**config.mk**
```make
export PLATFORM = sky130hd
export DESIGN_NAME = victim_map_cfg
export DESIGN_NICKNAME = d
export VERILOG_FILES = /design/src/rtl/victim_map_cfg.sv
export SDC_FILE = /design/constraint.sdc
export NUM_CORES = 1
export LEC_CHECK = 0
export BUFFER_PORTS_ARGS = -buffer_cell sky130_fd_sc_hd__buf_4
export CAP_MARGIN = 40
export CORE_AREA = 5 5 80 82
export DETAILED_ROUTE_END_ITERATION = 8
export DIE_AREA = 0 0 85 87
export GPL_ROUTABILITY_DRIVEN = 0
export MAX_ROUTING_LAYER = met4
export PLACE_DENSITY = 0.78
export SLEW_MARGIN = 25
export SYNTH_ARGS = -nofsm -noshare
export SYNTH_HDL_FRONTEND = slang
export SYNTH_SLANG_ARGS = --single-unit
```
**constraint.sdc**
```tcl
create_clock -name clk -period 3.5 [get_ports clk]
set_clock_uncertainty 0.05 [all_clocks]
set_input_delay 1.05 -clock clk [delete_from_list [all_inputs] [get_ports clk]]
set_output_delay 1.05 -clock clk [all_outputs]
set_load 0.02 [all_outputs]
```
**src/rtl/victim_map_cfg.sv**
```systemverilog
module victim_map_cfg #(
  parameter int WAYS = 4,
  parameter int DIVS = 4,
  parameter int IW   = (WAYS > 1) ? $clog2(WAYS) : 1
) (
  input  logic                       clk,
  input  logic                       rst_n,
  input  logic                       start_i,
  output logic                       busy_o,
  output logic                       done_o,
  output logic                       map_rd_o,
  input  logic [WAYS*(DIVS+1)-1:0]   map_rd_fault_i,
  output logic                       map_wr_o,
  output logic [WAYS*(DIVS+1)-1:0]   map_wr_fault_o,
  output logic [WAYS*IW-1:0]         map_wr_victim_o
);
  localparam int FW = DIVS + 1;

  typedef enum logic [2:0] {S_IDLE, S_READ, S_CAPT, S_PICK, S_SRCH, S_WRITE} st_t;

  st_t             state;
  logic [FW-1:0]   fv  [WAYS];
  logic [IW-1:0]   vic [WAYS];
  logic [WAYS-1:0] pool, tagf, compat;
  logic [IW-1:0]   cur, pick_idx, ben_idx;
  logic            done_q, cur_full;

  always_comb begin
    for (int w = 0; w < WAYS; w++) begin
      tagf[w]   = pool[w] & fv[w][DIVS];
      compat[w] = pool[w] & ((fv[w] & fv[cur]) == '0);
    end
  end

  always_comb begin
    pick_idx = '0;
    ben_idx  = '0;
    for (int w = WAYS - 1; w >= 0; w--) begin
      if ((|tagf) ? tagf[w] : pool[w]) pick_idx = IW'(w);
      if (compat[w]) ben_idx = IW'(w);
    end
  end

  assign cur_full = &fv[cur];

  always_ff @(posedge clk or negedge rst_n) begin
    if (!rst_n) begin
      state  <= S_IDLE;
      done_q <= 1'b0;
      pool   <= '0;
      cur    <= '0;
      for (int w = 0; w < WAYS; w++) begin
        fv[w]  <= '0;
        vic[w] <= '0;
      end
    end else begin
      done_q <= 1'b0;
      case (state)
        S_IDLE:  if (start_i) state <= S_READ;
        S_READ:  state <= S_CAPT;
        S_CAPT: begin
          for (int w = 0; w < WAYS; w++) begin
            fv[w]   <= map_rd_fault_i[w*FW +: FW];
            vic[w]  <= IW'(w);
            pool[w] <= |map_rd_fault_i[w*FW +: FW];
          end
          state <= S_PICK;
        end
        S_PICK: begin
          if (|pool) begin
            cur                <= pick_idx;
            fv[pick_idx][DIVS] <= 1'b1;
            pool[pick_idx]     <= 1'b0;
            state              <= S_SRCH;
          end else begin
            state <= S_WRITE;
          end
        end
        S_SRCH: begin
          if (cur_full || !(|compat)) begin
            fv[cur] <= '1;
            state   <= S_PICK;
          end else begin
            fv[cur]       <= fv[cur] | fv[ben_idx];
            vic[ben_idx]  <= cur;
            pool[ben_idx] <= 1'b0;
          end
        end
        S_WRITE: begin
          done_q <= 1'b1;
          state  <= S_IDLE;
        end
        default: state <= S_IDLE;
      endcase
    end
  end

  assign busy_o   = (state != S_IDLE);
  assign map_rd_o = (state == S_READ);
  assign map_wr_o = (state == S_WRITE);
  assign done_o   = done_q;

  for (genvar w = 0; w < WAYS; w++) begin : g_pack
    assign map_wr_fault_o[w*FW +: FW]  = fv[w];
    assign map_wr_victim_o[w*IW +: IW] = vic[w];
  end
endmodule

```
==> summary.txt, run 1 <==
Hold path
  – Hold depth: 1
  – Worst min-delay path category: flip-flop to flip-flop

CTS
  – CTS root buf: clkbuf_8
  – Hold_buf cts: 0
  – CTS HTree Levels: 2
  – CTS tree: done
  – Setup Fix Bufs, Post-CTS: 0
  – CTS buffer count: 5
  – Sink Count: 38
  – Clock buffer depth: 2
  – PostCTS Resize Cnt: 0
  – Clk_lat worst skew: 0.30 ns
  – Worst-path clk slew: 0.08 ns

Routing
  – Via count: 3314
  – 1st-pass router iterations: 8
  – Average vias per placed instance: 7.24
  – Drt wl/cell: 22.6 um
  – Post-route ant nets: 0
  – Number of DRC markers in iteration 0: 575
  – DRC viols: 0
  – Routed wire length: 10.3 mm

Timing
  – Post-route setup TNS: 0 ns
  – Hold Fails Final Rpt: 0
  – Fin. max-slew vios: 0
  – Fmax: 0.328 GHz
  – RSZ-0062 raised after global routing: false
  – Worst slew pin tran: 0.674 ns
  – Fin crit share: 87.2%
  – Finish-stage setup viols: 0
  – Period minus WS final: 3.05 ns
  – Slew HR: 54.6%

Layout
  – Proportion of layout cells with a drive suffix above 1: 21.7%
  – Area grow syn2layout: 16.8%
  – Filler Cell Count: 513
  – Commonest non-fill, non-tap cells in the layout: buf_4 (57), dfrtp_1 (38), o21ai_0 (29)
  – Commonest non-fill, non-tap cell in the layout: buf_4
  – N_diodes: 0
  – NumNets Final: 405
  – Util after Layout: 61.6%

Power and ir drop
  – PwrDens: 1150 nW/um2
  – P_leak: 1.45 nW
  – Maximum vdd ir drop: 602 uV

Die
  – Die area: 7400 um2
  – Core ar.: 5680 um2
  – I/O pin count: 55
  – Initial Utilization: 52.8%
  – Vert. Die Dim: 87 um
  – Die W: 85 um
  – Row cnt: 28

GRT
  – First-pass GRT wire length: 16.2 mm
  – Total Routing Usage GR: 28.4%
  – Vias in the first global route: 2960
  – Initial antenna violation count: 0
  – Grt ovf: 0
  – Largest net degree at the start of global routing: 39

Synth
  – Post-Syn Area per Cell: 8.70 um2
  – Synth warnings: 0
  – Main synth FF type: dfrtp_1
  – Post-synth ARST share: 100%
  – Post-synth EDFFs: 0
  – Synthesized cell area: 2990 um2
  – Syn nets: 367
  – Register bit count reported by yosys: 38
  – Syn Inst Count: 344
  – Sequential cell area fraction in the yosys report: 31.8%
  – Library cells used by synthesis: 68

Flow run
  – MaxCap Viol Count: 0

Run status
  – Status: completed

Setup path
  – WP data arrival: 3.16 ns
  – R2r worst-path depth: 8
  – Setup CP Type: flip-flop to flip-flop
  – Worst setup SP type: flip-flop
  – CP endpoint kind: flip-flop
  – Worst endpoint required time: 3.61 ns
  – Worst Path Max Fanout: 31

Placed design
  – I/O Buffers: 54
  – DPL Wire Length: 7.35 mm
[synth_stat cells, types with 7 or more instances]
master,instances,area (um2)
a21oi_1,10,50.1
a221oi_1,7,61.3
a22oi_1,12,90.1
clkbuf_1,17,63.8
dfrtp_1,38,951
inv_1,17,63.8
nand2_1,24,90.1
nand2b_1,8,50.1
nand3_1,9,45.0
nor2_1,25,93.8
o21ai_0,29,145
o21ai_1,10,50.1
o221ai_1,11,96.3
[layout make-up]
class / count / area [um2] / area share [%]
multi-input combinational: 261 / 1830 / 52.3
inverter: 17 / 63.8 / 1.82
tap: 75 / 93.8 / 2.68
sequential: 38 / 951 / 27.2
clock inverter: 1 / 5.00 / 0.143
clock buffer: 7 / 86.3 / 2.47
timing repair buffer: 59 / 468 / 13.4
[power breakdown]
part	internal (W)	switching, W	total (W)
Sequential	0.000619	0.000402	0.00102
Combinational	0.00108	0.00159	0.00267
Clock	0.000159	0.000165	0.000325
[state kept, by name (all words and copies together) (netlist names)]
signal and count:
cur 2, done_o 1, map_wr_fault_o 20, map_wr_victim_o 8, pool 4, state 3
[worst max-delay path, cell delays in order (launching register included)]
cell and delay (ns):
dfrtp_1 0.38, buf_12 0.21, mux2_1 0.37, o221ai_1 0.25, o2111a_2 0.36, a22o_1 0.43
o211ai_1 0.16, a211oi_1 0.55, o21ai_0 0.14
[layer usage]
layer / share of wire [%] / vias to the layer above / track usage (%)
met1: 39 / 1553 / 39.5
met2: 43 / 277 / 42.0
met4: 5.1 / 0 / 9.06
li1: - / 1427 / -
met5: 0 / - / -
met3: 13 / 57 / 5.30
[per-stage QoR]
stage	total power (W)	setup WS [ns]	instance area (um2)	hold WS [ns]	std cells
CTS	0.00391	0.563	3500	0.458	458
global placement	0.00355	0.685	3410	0.436	450
floorplan	0.00280	0.905	2990	0.510	344
detailed placement	0.00358	0.616	3410	0.433	450
global route	0.00424	0.324	3500	0.493	458
finish	0.00402	0.447	3500	0.454	458
[worst paths after layout]
check	startpoint	to	slack, ns
max	cur[1]	map_wr_fault_o[11]	0.45
min	map_wr_victim_o[7]	map_wr_victim_o[7]	0.45
max reg2reg	cur[1]	map_wr_fault_o[11]	0.45
min reg2reg	map_wr_victim_o[7]	map_wr_victim_o[7]	0.45
max in group asynchronous	rst_n	map_wr_fault_o[12]	2.38
min in group asynchronous	rst_n	state[0]	0.66
[cell families (layout without fill, tap and decap cells)]
logic type	after synthesis	count (layout)	synth area share (%)
AO/OA/AOI/OAI	150	150	37.9
buffers and inverters	45	84	7.10
flip-flops	38	38	31.8
multiplexers	14	14	6.94
AND/OR/NAND/NOR	97	97	16.3
(Power assumes the default switching activity.)
==> inputs of run 2 (changes only) <==
--- a/config.mk
+++ b/config.mk
@@ -13,6 +13,7 @@
 export GPL_ROUTABILITY_DRIVEN = 0
 export MAX_ROUTING_LAYER = met4
 export PLACE_DENSITY = 0.78
+export RECOVER_POWER = 25
 export SLEW_MARGIN = 25
 export SYNTH_ARGS = -nofsm -noshare
 export SYNTH_HDL_FRONTEND = slang
==> run 2 against run 1 <==
  * The flow now finishes with violations (max-capacitance violations, max-slew violations)
  * Power decreased by 0.19%
  * Register-to-register slack improved by 0.02 ns
  * Combinational power about the same
  * Global-route usage unchanged
  * Clock power decreased by 1%
  * Worst setup slack improved by 0.024 ns
  * Sequential share of layout area about the same
  * Via count decreased by 0.24%
  * Die area unchanged
  * First-iteration DRC count unchanged
  * Critical path depth unchanged
  * Critical path type unchanged
  * Critical endpoint unchanged
  * Largest cell class unchanged
  * Highest routed layer unchanged
==> summary.txt, run 2 (synthesis gave the netlist of run 1 again) <==
Routing
  – Post-route ant nets: 0 (unchanged)
  – DRC viols: 0 (unchanged)
  – Drt wl/cell: 22.4 um (-0.71%)
  – Via count: 3306 (-0.24%)
  – Number of DRC markers in iteration 0: 575 (unchanged)
  – Routed wire length: 10.3 mm (-0.71%)
  – 1st-pass router iterations: 6 (-2)
  – Average vias per placed instance: 7.22 (-0.24%)

Power and ir drop
  – P_leak: 1.44 nW (-0.25%)
  – Flop pwr share: 25.5% (about the same)
  – Maximum vdd ir drop: 604 uV (+0.35%)
  – PwrDens: 1150 nW/um2 (about the same)
  – Switching power: 0.00215 W (-0.33%)
  – Combinational share of power: 66.5% (about the same)
  – Switch share: 53.7% (-0.076 points)
  – Cell internal pwr: 0.00186 W (about the same)
  – Clock power frac: 8.0% (about the same)

Run status
  – Failing checks: max-capacitance violations, max-slew violations
  – Status: finished with violations

Setup path
  – Worst endpoint required time: 3.61 ns (about the same)
  – R2r setup slk: 0.47 ns (+0.02 ns)
  – R2r worst-path depth: 8 (unchanged)
  – Largest stage delay on the critical path: 0.53 ns (-0.02 ns)
  – Crit path buf inv count: 1 (unchanged)
  – CP Cell Sequence: buf_12, mux2_1, o221ai_1, o2111a_2, a22o_1, o211ai_1, a211oi_1, o21ai_0
  – FF-to-FF Start: cur[1]
  – CP max stage cell: a211oi_1
  – Family with the most delay on the worst path: compound AO/OA/AOI/OAI gates
  – Crit. path cell count: 8 (unchanged)
  – CP endpoint kind: flip-flop
  – Worst Path Max Fanout: 31 (unchanged)
  – Worst setup SP type: flip-flop
  – Setup CP Type: flip-flop to flip-flop
  – WP data arrival: 3.14 ns (-0.02 ns)
  – Timing endpoint of the critical path: map_wr_fault_o[11]
  – Crit path from: cur[1]
  – Critical register-to-register path endpoint: map_wr_fault_o[11]

CTS
  – CTS buffer count: 5 (unchanged)
  – Hold_buf cts: 0 (unchanged)
  – CTS HTree Levels: 2 (unchanged)
  – Setup Fix Bufs, Post-CTS: 0 (unchanged)
  – CTS root buf: clkbuf_8
  – Clk_lat worst skew: 0.29 ns (about the same)
  – Worst-path clk slew: 0.08 ns (about the same)
  – CTS tree: done
  – Sink Count: 38 (unchanged)
  – PostCTS Resize Cnt: 0 (unchanged)
  – Clock buffer depth: 2 (unchanged)

GRT
  – Met2 GRT Util: 42.0% (unchanged)
  – Met3 usage: 5.30% (unchanged)
  – Met1 global-route usage: 39.5% (unchanged)
  – First-pass GRT wire length: 16.2 mm (unchanged)
  – Most Crowded Layer GR: met2
  – Initial antenna violation count: 0 (unchanged)
  – Grt ovf: 0 (unchanged)
  – Total Routing Usage GR: 28.4% (unchanged)
  – Vias in the first global route: 2960 (unchanged)
  – Largest net degree at the start of global routing: 39 (unchanged)

Layout
  – Commonest non-fill, non-tap cell in the layout: buf_4
  – Max reg flops: 20 (unchanged)
  – Filler Cell Count: 514 (+0.19%)
  – Area grow syn2layout: 16.7%
  – Proportion of layout cells with a drive suffix above 1: 21.4% (-0.26 points)
  – NumNets Final: 405 (unchanged)
  – Commonest non-fill, non-tap cells in the layout: buf_4 (56), dfrtp_1 (38), o21ai_0 (29)
  – N_diodes: 0 (unchanged)
  – Util after Layout: 61.6% (-0.066 points)

Timing
  – Slew HR: -39.6% (-94 points)
  – RSZ-0062 raised after global routing: false
  – Hold Fails Final Rpt: 0 (unchanged)
  – Fin crit share: 86.5% (-0.68 points)
  – Post-route setup TNS: 0 ns (unchanged)
  – Fin. max-slew vios: 39 (+39)
  – Period minus WS final: 3.03 ns (-0.0238 ns)
  – Finish-stage setup viols: 0 (unchanged)
  – Worst slew pin tran: 2.09 ns (+1.42 ns)
  – Fmax: 0.330 GHz (+0.79%)

Die
  – Initial Utilization: 52.8% (unchanged)
  – Row cnt: 28 (unchanged)
  – Core ar.: 5680 um2 (unchanged)
  – Vert. Die Dim: 87 um (unchanged)
  – Die area: 7400 um2 (unchanged)
  – I/O pin count: 55 (unchanged)
  – Die W: 85 um (unchanged)

Placed design
  – I/O Buffers: 54 (unchanged)
  – DPL Wire Length: 7.35 mm (unchanged)

Hold path
  – Worst min-delay path category: flip-flop to flip-flop
  – Hold depth: 1 (unchanged)

Flow run
  – MaxCap Viol Count: 1 (+1)
## run 2: cell count changes in the layout (fill, tap and decap cells not counted)
cell      previous run  this run
buf_4               57        56
clkbuf_1             1         2
## run 2: area by class of cell
cell class | count | area, um2 | share of cell area, %
multi-input cells | 261 | 1830 | 52.4
flip-flops and latches | 38 | 951 | 27.2
repair buffers | 59 | 464 | 13.3
well taps | 75 | 93.8 | 2.69
clock buffers | 7 | 86.3 | 2.47
inverters | 17 | 63.8 | 1.83
clock inverters | 1 | 5.00 | 0.143
## run 2: metal layers
layer | vias to the layer above | share of wire (%)
li1 | 1431 | -
met1 | 1560 | 39
met2 | 260 | 44
met3 | 55 | 13
met4 | 0 | 4.8
met5 | - | 0
## run 2: how the worst min path moves through the flow
stage | startpoint | to | slack (ns)
after floorplan | state[2] | state[0] | 0.51
after global placement | map_wr_victim_o[6] | map_wr_victim_o[6] | 0.44
after detailed placement | map_wr_victim_o[6] | map_wr_victim_o[6] | 0.43
after CTS | map_wr_victim_o[7] | map_wr_victim_o[7] | 0.46
after global routing | map_wr_victim_o[6] | map_wr_victim_o[6] | 0.49
final | map_wr_victim_o[7] | map_wr_victim_o[7] | 0.45
## run 2: power by group through the flow
stage / clock network [W] / logic [W] / registers [W]
2_1_floorplan: 0 / 0.00187 / 0.000933
3_3_place_gp: 0 / 0.00255 / 0.000997
3_5_place_dp: 0 / 0.00258 / 0.00100
4_1_cts: 0.000317 / 0.00260 / 0.000994
5_1_grt: 0.000337 / 0.00285 / 0.00104
6_report: 0.000321 / 0.00267 / 0.00102
## run 2: through the flow
step / cell area, um2 / setup WS, ns / total power (W) / hold WS [ns] / cells
final: 3490 / 0.471 / 0.00401 / 0.455 / 458
after global routing: 3490 / 0.324 / 0.00424 / 0.493 / 458
after CTS: 3500 / 0.563 / 0.00391 / 0.458 / 458
after detailed placement: 3410 / 0.616 / 0.00358 / 0.433 / 450
after global placement: 3410 / 0.685 / 0.00355 / 0.436 / 450
after floorplan: 2990 / 0.905 / 0.00280 / 0.510 / 344
